$ cat src/rtl/ign_pkg.sv
// Shared types for the ignition channel selector.
package ign_pkg;
    // Operating mode that decides both the drive pattern and the fault rule.
    typedef enum logic [1:0] {
        MODE_HIZ   = 2'd0,
        MODE_IDLE  = 2'd1,
        MODE_DRIVE = 2'd2
    } ign_mode_e;
endpackage

$ cat src/rtl/ign_sync.sv
// Two-flop synchronizer for a vector of asynchronous control inputs.
// Assumes each bit is an independent level; no bus coherency is implied.
// RST_VAL sets each bit's value during reset so that no false edge follows reset.
module ign_sync #(
    parameter int              W       = 4,
    parameter logic [W-1:0]    RST_VAL = '0
) (
    input  logic         clk,
    input  logic         rst_n,
    input  logic [W-1:0] d_async,
    output logic [W-1:0] q_sync
);
    logic [W-1:0] meta_q;

    // Purpose: two register stages to settle metastable inputs.
    always_ff @(posedge clk) begin
        if (!rst_n) begin
            meta_q <= RST_VAL;
            q_sync <= RST_VAL;
        end else begin
            meta_q <= d_async;
            q_sync <= meta_q;
        end
    end
endmodule

$ cat src/rtl/ign_ctrl.sv
// Output state control: holds the latched high-impedance flag, detects the
// release edge on select bit 0, and decodes the select into a one-hot drive.
// Assumes all inputs are already synchronized to clk.
module ign_ctrl
    import ign_pkg::*;
#(
    parameter int NCH  = 4,
    parameter int SELW = (NCH > 1) ? $clog2(NCH) : 1
) (
    input  logic            clk,
    input  logic            rst_n,
    input  logic            hold_s,
    input  logic            en_s,
    input  logic [SELW-1:0] sel_s,
    output ign_mode_e       mode,
    output logic [NCH-1:0]  oe,
    output logic [NCH-1:0]  drv
);
    logic hiz_q;
    logic rel_prev_q;
    logic rel_rise;

    assign rel_rise = sel_s[0] & ~rel_prev_q;

    // Purpose: latch high impedance on hold, clear it on a release edge.
    always_ff @(posedge clk) begin
        if (!rst_n) begin
            hiz_q      <= 1'b1;
            rel_prev_q <= 1'b1;
        end else begin
            rel_prev_q <= sel_s[0];
            if (!hold_s) begin
                hiz_q <= 1'b1;
            end else if (hiz_q && rel_rise) begin
                hiz_q <= 1'b0;
            end
        end
    end

    // Purpose: derive the operating mode from the latch and the enable.
    always_comb begin
        if (hiz_q) begin
            mode = MODE_HIZ;
        end else if (en_s) begin
            mode = MODE_DRIVE;
        end else begin
            mode = MODE_IDLE;
        end
    end

    assign oe = {NCH{~hiz_q}};

    // One comparator per channel for the one-hot drive decode.
    for (genvar i = 0; i < NCH; i++) begin : g_drv
        assign drv[i] = (mode == MODE_DRIVE) && (sel_s == SELW'(i));
    end
endmodule

$ cat src/rtl/ign_fault.sv
// Fault flag generation: picks the fault rule for the current mode and
// blanks the result for BLANK+1 edges after any change of the output state.
// Assumes above_thr is a stable level at each rising edge.
module ign_fault
    import ign_pkg::*;
#(
    parameter int NCH   = 4,
    parameter int BLANK = 4
) (
    input  logic           clk,
    input  logic           rst_n,
    input  ign_mode_e      mode,
    input  logic [NCH-1:0] oe,
    input  logic [NCH-1:0] drv,
    input  logic [NCH-1:0] above_thr,
    output logic           fault_n
);
    localparam int CW = $clog2(BLANK + 2);

    logic [2*NCH-1:0] state_q;
    logic [2*NCH-1:0] state_now;
    logic [CW-1:0]    blank_cnt;
    logic             changed;
    logic             raw_fault;

    assign state_now = {oe, drv};
    assign changed   = (state_now != state_q);

    // Purpose: choose the comparator rule for the active diagnostic mode.
    always_comb begin
        if (mode == MODE_DRIVE) begin
            raw_fault = |(drv & ~above_thr);
        end else begin
            raw_fault = |above_thr;
        end
    end

    // Purpose: track output changes, run the blanking count, register the flag.
    always_ff @(posedge clk) begin
        if (!rst_n) begin
            state_q   <= '0;
            blank_cnt <= CW'(BLANK);
            fault_n   <= 1'b1;
        end else begin
            state_q <= state_now;
            if (changed) begin
                blank_cnt <= CW'(BLANK);
            end else if (blank_cnt != '0) begin
                blank_cnt <= blank_cnt - 1'b1;
            end
            fault_n <= ~(raw_fault && !changed && (blank_cnt == '0));
        end
    end
endmodule

$ cat src/rtl/ign_chan_ctrl.sv
// Top of the ignition channel selector. Synchronizes the control inputs,
// runs the output state control, and produces the blanked fault flag.
// Assumes the analog side turns oe/drv into three-state pins and supplies
// one above-threshold comparator bit per channel.
module ign_chan_ctrl
    import ign_pkg::*;
#(
    parameter int NCH   = 4,
    parameter int BLANK = 4,
    localparam int SELW = (NCH > 1) ? $clog2(NCH) : 1
) (
    input  logic            clk,
    input  logic            rst_n,
    input  logic            hold_n,
    input  logic            en_in,
    input  logic [SELW-1:0] sel_in,
    input  logic [NCH-1:0]  above_thr,
    output logic [NCH-1:0]  oe,
    output logic [NCH-1:0]  drv,
    output logic            fault_n
);
    localparam int               SW       = SELW + 2;
    localparam logic [SW-1:0]    SYNC_RST = SW'(1);

    logic [SW-1:0]   sync_q;
    logic            hold_s;
    logic            en_s;
    logic [SELW-1:0] sel_s;
    ign_mode_e       mode;

    ign_sync #(.W(SW), .RST_VAL(SYNC_RST)) u_sync (
        .clk     (clk),
        .rst_n   (rst_n),
        .d_async ({hold_n, en_in, sel_in}),
        .q_sync  (sync_q)
    );

    assign {hold_s, en_s, sel_s} = sync_q;

    ign_ctrl #(.NCH(NCH), .SELW(SELW)) u_ctrl (
        .clk    (clk),
        .rst_n  (rst_n),
        .hold_s (hold_s),
        .en_s   (en_s),
        .sel_s  (sel_s),
        .mode   (mode),
        .oe     (oe),
        .drv    (drv)
    );

    ign_fault #(.NCH(NCH), .BLANK(BLANK)) u_fault (
        .clk       (clk),
        .rst_n     (rst_n),
        .mode      (mode),
        .oe        (oe),
        .drv       (drv),
        .above_thr (above_thr),
        .fault_n   (fault_n)
    );
endmodule

$ cat config.mk
export PLATFORM = sky130hd
export DESIGN_NAME = ign_chan_ctrl
export DESIGN_NICKNAME = d
export VERILOG_FILES = /design/src/rtl/ign_pkg.sv /design/src/rtl/ign_sync.sv /design/src/rtl/ign_ctrl.sv /design/src/rtl/ign_fault.sv /design/src/rtl/ign_chan_ctrl.sv
export SDC_FILE = /design/constraint.sdc
export NUM_CORES = 1
export LEC_CHECK = 0
export BUFFER_PORTS_ARGS = -buffer_cell sky130_fd_sc_hd__buf_2
export CORE_MARGIN = 2
export CORE_UTILIZATION = 39
export DETAILED_ROUTE_END_ITERATION = 10
export PLACE_DENSITY = 0.63
export SKIP_LAST_GASP = 1
export SLEW_MARGIN = 20
export SYNTH_ARGS = -nofsm -noshare
export SYNTH_HDL_FRONTEND = slang
export SYNTH_HIERARCHICAL = 1
export SYNTH_SLANG_ARGS = --single-unit
$ cat constraint.sdc
create_clock -name clk -period 3.7 [get_ports clk]
set_input_delay 0.74 -clock clk [delete_from_list [all_inputs] [get_ports clk]]
set_output_delay 0.74 -clock clk [all_outputs]
set_load 0.02 [all_outputs]
==> results of run 1 <==
[layout by cell type, fill, tap and decap left out]
cell type,Yosys,routed
sky130_fd_sc_hd__nor3_2,1,1
sky130_fd_sc_hd__mux2i_1,1,1
sky130_fd_sc_hd__inv_1,7,7
sky130_fd_sc_hd__and2_1,13,13
sky130_fd_sc_hd__nand4_1,1,1
sky130_fd_sc_hd__dfxtp_1,22,22
sky130_fd_sc_hd__nor3b_2,1,1
sky130_fd_sc_hd__and2b_1,1,1
sky130_fd_sc_hd__bufinv_16,0,1
sky130_fd_sc_hd__nor4_1,2,2
sky130_fd_sc_hd__and2_2,1,1
sky130_fd_sc_hd__and3b_1,2,2
sky130_fd_sc_hd__nand2_1,3,3
sky130_fd_sc_hd__and3_1,1,1
sky130_fd_sc_hd__xnor2_1,9,9
sky130_fd_sc_hd__buf_2,0,18
sky130_fd_sc_hd__nand2b_1,5,5
sky130_fd_sc_hd__a21oi_1,1,1
sky130_fd_sc_hd__ha_1,2,2
sky130_fd_sc_hd__clkbuf_4,0,3
sky130_fd_sc_hd__o311ai_1,1,1
sky130_fd_sc_hd__o211ai_2,1,1
sky130_fd_sc_hd__nor2b_4,1,1
sky130_fd_sc_hd__nor2_1,2,2
sky130_fd_sc_hd__nand3_1,1,1
sky130_fd_sc_hd__o211a_1,1,1
sky130_fd_sc_hd__o22ai_1,2,2
[flip-flops by register name, indices dropped and copies added, names as in the netlist]
| register | count |
|---|---|
| u_fault/state_q | 8 |
| u_sync/meta_q | 4 |
| u_sync/q_sync | 4 |
| u_fault/blank_cnt | 3 |
| u_ctrl/hiz_q | 1 |
| u_ctrl/rel_prev_q | 1 |
| u_fault/fault_n | 1 |
[kinds of logic after synthesis]
| family | Yosys count | share of synthesized area [%] |
|---|---|---|
| compound gates | 6 | 5.53 |
| xor+xnor | 9 | 8.94 |
| fa+ha+maj | 2 | 2.84 |
| buf+inv | 10 | 5.53 |
| flops | 22 | 49.9 |
| mux | 1 | 1.13 |
| simple gates | 35 | 26.1 |
[final cells by class]
class	instances	area [um2]
sequential	22	440
fill	220	1130
clock inverter	1	30.0
timing repair buffer	18	90.1
tap	28	35.0
clock buffer	3	22.5
inverter	7	26.3
multi-input combinational	53	393
[worst register-to-register path, delay by kind of cell, from the launching register on]
kind / cells / cell delay, ns
flops: 1 / 0.35
simple gates: 4 / 0.78
compound gates: 1 / 0.12
xor+xnor: 1 / 0.15
[metrics by stage]
step | std cells | utilization (%) | hold slack (ns) | cell area [um2] | total power, mW
2_1_floorplan | 85 | - | 0.360 | 882 | 0.336
3_3_place_gp | 128 | 45.4 | 0.369 | 985 | 0.351
3_5_place_dp | 128 | 45.4 | 0.371 | 985 | 0.357
4_1_cts | 132 | 47.8 | 0.406 | 1040 | 0.541
5_1_grt | 132 | 47.8 | 0.412 | 1040 | 0.559
6_report | 132 | 47.8 | 0.401 | 1040 | 0.531
[how the worst min path moves through the flow]
stage | startpoint | to | slack, ns | cells after the start
finish | u_sync/q_sync[3] | u_ctrl/hiz_q | 0.40 | 1
CTS | u_sync/q_sync[3] | u_ctrl/hiz_q | 0.41 | 1
detailed placement | u_sync/q_sync[3] | u_ctrl/hiz_q | 0.37 | 1
global route | u_sync/q_sync[3] | u_ctrl/hiz_q | 0.41 | 1
global placement | u_sync/q_sync[3] | u_ctrl/hiz_q | 0.37 | 1
floorplan | u_sync/q_sync[3] | u_ctrl/hiz_q | 0.36 | 1
[report_power, final]
group | switching (mW) | internal (mW) | total, mW
combinational | 0.0416 | 0.0410 | 0.0826
sequential | 0.0103 | 0.258 | 0.268
clock | 0.0701 | 0.110 | 0.180
total | 0.122 | 0.409 | 0.531
[layer usage]
metal	vias up	part of all wire (%)	track usage, %
met5	-	0	0
met4	0	1.6	5.26
met3	4	5.2	6.03
met2	10	46	18.2
met1	259	47	11.7
li1	311	-	-
==> out/qor.log, run 1 <==
[timing] final number of max-transition violations 0
[route] Residual DRC 0
[timing] Max Clock Skew 0.00502 ns
[clock_network] root buffer cell sky130_fd_sc_hd__clkbuf_4
[synthesis] count leader, synth sky130_fd_sc_hd__dfxtp_1
[place] final weighted congestion of routability-driven global placement 0.699
[worst_setup_path] worst reg2reg path startpoint u_sync/q_sync[2]
[power_and_ir_drop] LEAKAGE 0.466 nW
[clock_network] source-to-sink clock delay at the later pin of the worst-skew pair 0.31 ns
[route] aggregate routed wire length 1290 um
[worst_setup_path] slack of the worst reg-to-reg path 2.17 ns
[floorplan] overall die width 51.6 um
[power_and_ir_drop] power per standard cell area 512 nW/um2
[timing] total of endpoints with negative setup slack in the final report 0
[timing] fraction of the cycle the final worst path needs 55.8%
[synthesis] synthesized instance count 85
[clock_network] setup fix buffers added after clock tree synthesis 0
[route] DRT iter0 DRCs 1
[final_layout] Post-layout nets 117
[clock_network] # resized after CTS 0
[flow_run] max capacitance violation total 0
[route] average via count per standard cell 4.42
[synthesis] Async SR Flop Fraction 0%
[clock_network] Longest Clk Path Bufs 2
[synthesis] post-synthesis register bit count 22
[min_path] Min-Delay Path Class register to register
[global_routing] antenna violations before repair 0
[timing] Fin. Hold Viols 0
[worst_setup_path] CP Capture Point drv[0]
[floorplan] Initial Utilization 40.7%
[final_layout] synthesis-to-layout area growth 17.6%
[status] status finished, final reports clean
[place] worst setup timing slack at the placement stage 1.97 ns
[worst_setup_path] slowest stage delay, CP 0.35 ns
[floorplan] row cnt 17
[route] total number of vias 584
[worst_setup_path] number of gates on the worst path with buffers counted 3
[synthesis] part of the Yosys area used for sequential elements 49.9%
[floorplan] IO Count 19
[synthesis] number of synthesized flops with an enable pin 0
[synthesis] most instantiated cells after synthesis 22 x sky130_fd_sc_hd__dfxtp_1, 13 x sky130_fd_sc_hd__and2_1, 9 x sky130_fd_sc_hd__xnor2_1
[clock_network] H-tree lvl count 1
[power_and_ir_drop] VDD IR max 0.000312 V
[route] first-pass detailed-route iteration total 3
[synthesis] post-synthesis cell area 882 um2
[worst_setup_path] cells along the critical path nor2b_4 -> nor3b_2 -> buf_2
[place] HPWL after DPL 947 um
[timing] worst rel slew slack 75.4%
[worst_setup_path] endpoint of the worst register-to-register path u_fault/fault_n
[synthesis] post-synthesis cell type count 25
[global_routing] pin count of the biggest net entering global routing 20
[global_routing] number of global-route vias before repair 523
[final_layout] # diodes 0
[worst_setup_path] crit path kind register to primary output
[floorplan] area of the die 2660 um2
[worst_setup_path] number of buffer and inverter stages on the critical path 1
[synthesis] leading cell types by total area after synthesis sky130_fd_sc_hd__dfxtp_1 50%, sky130_fd_sc_hd__and2_1 9.2%, sky130_fd_sc_hd__xnor2_1 8.9%, sky130_fd_sc_hd__nand2b_1 3.5%, sky130_fd_sc_hd__inv_1 3.0%
[floorplan] core box area 2170 um2
[worst_setup_path] slowest stage cell, crit path sky130_fd_sc_hd__dfxtp_1
[worst_setup_path] Critical Path RT 2.96 ns
[worst_setup_path] arrival time worst endpoint 1.33 ns
[timing] Max Clk Rate 484 MHz
[clock_network] number of clock sinks seen by CTS 22
[synthesis] Post-Synthesis Net Count 97
[place] # port buffers 18
[timing] measured slew at the worst slew-check pin 0.368 ns
[worst_setup_path] cell family with the largest share of critical-path delay simple AND/OR/NAND/NOR gates
[timing] post-layout worst setup margin 1.63 ns
[worst_setup_path] critical path startpoint category register
[synthesis] Syn. warnings 6
[route] routed len/inst 9.79 um
[timing] final critical-path required period 2.07 ns
[global_routing] GRT overflow 0
[final_layout] share of layout cells above drive strength 1 26.0%
[worst_setup_path] Worst setup EP type primary output
[timing] setup TNS after final layout 0 ns
[clock_network] TritonCTS Buffers 3
[clock_network] # hold bufs at CTS 0
[floorplan] vertical die dimension 51.6 um
[worst_setup_path] largest fanout of any net on the critical path 5
[synthesis] cell type with the largest total area after synthesis sky130_fd_sc_hd__dfxtp_1
[synthesis] per-instance average area after synthesis 10.4 um2
[route] number of nets with antenna violations after routing 0
[global_routing] GR Util All Layers 11.1%
[clock_network] clock tree from TritonCTS built
[synthesis] top flip-flop cell by instance count after synthesis sky130_fd_sc_hd__dfxtp_1
[global_routing] global-route wire length before repair 2080 um
[synthesis] share of the synthesized area in the top cell type 49.9%
[worst_setup_path] Register-to-Register Path Depth 6
[worst_setup_path] worst setup path startpoint u_sync/q_sync[2]
[clock_network] clock-pin transition on the worst setup and hold timing paths 0.12 ns
[timing] unrepaired setup endpoints after global routing no
Note: power is estimated with default switching activity, not from simulation.
==> run 2, diff against run 1 <==
Settings changed: PLACE_DENSITY 0.63 to 0.66.
Clock period 3.7 ns to 1.7 ns, I/O delays scaled along.
==> run 2 against run 1 <==
Against the previous run: die area unchanged; clock skew is essentially flat; design area up 0.72%; core utilization up 0.35 points; flip-flop and latch count is the same; combinational power rose by 120%; largest cell class unchanged; highest routed layer unchanged.
==> out/qor.log, run 2 (synthesized netlist as in run 1, its figures left out) <==
[route] number of nets with antenna violations after routing 0
[timing] Max Clk Rate 617 MHz
[final_layout] sequential cell area 442 um2
[status] status finished, final reports clean
[floorplan] vertical die dimension 51.6 um
[final_layout] most frequent cells in the layout 21 x sky130_fd_sc_hd__dfxtp_1, 18 x sky130_fd_sc_hd__buf_2, 13 x sky130_fd_sc_hd__and2_1, 9 x sky130_fd_sc_hd__xnor2_1, 7 x sky130_fd_sc_hd__inv_1
[final_layout] post-layout instance count excluding filler cells 132
[clock_network] H-tree lvl count 1
[clock_network] Longest Clk Path Bufs 2
[timing] unrepaired setup endpoints after global routing yes
[timing] total of endpoints with negative setup slack in the final report 0
[clock_network] source-to-sink clock delay at the later pin of the worst-skew pair 0.30 ns
[final_layout] Post-layout nets 117
[global_routing] pin count of the biggest net entering global routing 20
[route] aggregate routed wire length 1360 um
[worst_setup_path] crit path kind register to primary output
[route] Residual DRC 0
[worst_setup_path] largest fanout of any net on the critical path 5
[final_layout] synthesis-to-layout area growth 18.4%
[route] met2 wirelength from detailed routing 682 um
[route] routed len/inst 10.3 um
[global_routing] GR Util All Layers 11.7%
[floorplan] overall die width 51.6 um
[worst_setup_path] slowest stage cell, crit path sky130_fd_sc_hd__dfxtp_1
[power_and_ir_drop] total power consumption of the routed design 1.16 mW
[global_routing] number of global-route vias before repair 570
[worst_setup_path] critical path startpoint category register
[clock_network] clock-pin transition on the worst setup and hold timing paths 0.12 ns
[clock_network] clock tree from TritonCTS built
[global_routing] GRT overflow 0
[final_layout] # diodes 0
[global_routing] antenna violations before repair 0
[floorplan] core box area 2170 um2
[final_layout] register with the most flip-flops u_fault/state_q
[route] total number of vias 582
[clock_network] number of clock sinks seen by CTS 22
[power_and_ir_drop] LEAKAGE 0.468 nW
[timing] final number of max-transition violations 0
[clock_network] # hold bufs at CTS 0
[timing] fraction of the cycle the final worst path needs 95.3%
[worst_setup_path] Critical Path RT 1.36 ns
[timing] Fin. Hold Viols 0
[clock_network] root buffer cell sky130_fd_sc_hd__clkbuf_4
[floorplan] IO Count 19
[final_layout] area taken by multi-input logic gates 399 um2
[place] final weighted congestion of routability-driven global placement 0.778
[place] total cell area at the placement stage 985 um2
[route] first-pass detailed-route iteration total 3
[timing] final critical-path required period 1.62 ns
[clock_network] # resized after CTS 0
[power_and_ir_drop] power per standard cell area 1110 nW/um2
[floorplan] area of the die 2660 um2
[clock_network] TritonCTS Buffers 3
[final_layout] Post-Layout Inst Area 1040 um2
[route] top layer reached by signal wires met4
[worst_setup_path] Worst setup EP type primary output
[floorplan] row cnt 17
[clock_network] setup fix buffers added after clock tree synthesis 0
[route] routed wl met3 40 um
[route] DRT iter0 DRCs 4
[worst_setup_path] cells along the critical path nor2b_4 -> nor3b_4 -> buf_2
[power_and_ir_drop] VDD IR max 0.000878 V
[worst_setup_path] arrival time worst endpoint 1.28 ns
[min_path] Min-Delay Path Class primary input to register
[flow_run] max capacitance violation total 0
[place] # port buffers 18
[place] HPWL after DPL 965 um
[place] number of placed instances, taps included 128
[timing] measured slew at the worst slew-check pin 0.366 ns
[global_routing] global-route wire length before repair 2320 um
[timing] worst rel slew slack 75.5%
[final_layout] share of layout cells above drive strength 1 26.9%
[final_layout] leading cell type in the layout, fill and taps excluded sky130_fd_sc_hd__dfxtp_1
[timing] Max Clock Skew 0.00549 ns
[worst_setup_path] slowest stage delay, CP 0.36 ns
[route] met1 routed wirelength after detailed routing 621 um
[route] average via count per standard cell 4.41
[final_layout] number of inserted filler cells in the final layout 212
[final_layout] flip-flop count of the largest register after layout 8
[floorplan] Initial Utilization 40.7%
[final_layout] largest registers u_fault/state_q x8, u_sync/meta_q x4, u_sync/q_sync x4
## run 2: worst paths after layout
check / from / to / slack, ns / depth (start not counted)
setup reg to reg: u_ctrl/hiz_q / u_fault/fault_n / 0.18 / 6
hold reg to reg: u_sync/q_sync[3] / u_ctrl/hiz_q / 0.39 / 1
hold / removal: sel_in[0] / u_sync/meta_q[0] / 0.21 / 2
setup / recovery: u_ctrl/hiz_q / drv[0] / 0.08 / 3
## run 2: worst max-delay path, delay by kind of cell (launching register included)
kind,cells,cell delay [ns]
simple gates,2,0.40
flops,1,0.36
buf+inv,1,0.21
## run 2: report_power, final
group	internal [mW]	total (mW)	switching (mW)
clock network	0.238	0.389	0.150
logic	0.0899	0.180	0.0903
registers	0.562	0.587	0.0256
total	0.890	1.16	0.266
## run 2: cell type report
type                            instances  area share (%)
Clock inverter                          1            2.87
Tap cell                               28            3.35
Clock buffer                            3            2.16
Multi-Input combinational cell         53            38.2
Inverter                                7            2.51
Sequential cell                        22            42.3
Timing Repair Buffer                   18            8.62
## run 2: layer usage
layer | vias up | GRT usage, %
met2 | 7 | 20.9
met4 | 0 | 2.63
met3 | 2 | 5.17
met5 | - | 0
met1 | 265 | 12.7
li1 | 308 | -
## run 2: metrics by stage
stage | TNS, ns | hold WS [ns] | utilization (%) | setup WS, ns
floorplan | 0 | 0.360 | - | 0.100
global placement | 0 | 0.365 | 45.4 | 0.224
detailed placement | 0 | 0.364 | 45.4 | 0.167
CTS | 0 | 0.198 | 47.8 | 0.0292
global route | -0.108 | 0.188 | 48.2 | -0.0599
finish | 0 | 0.212 | 48.2 | 0.0791
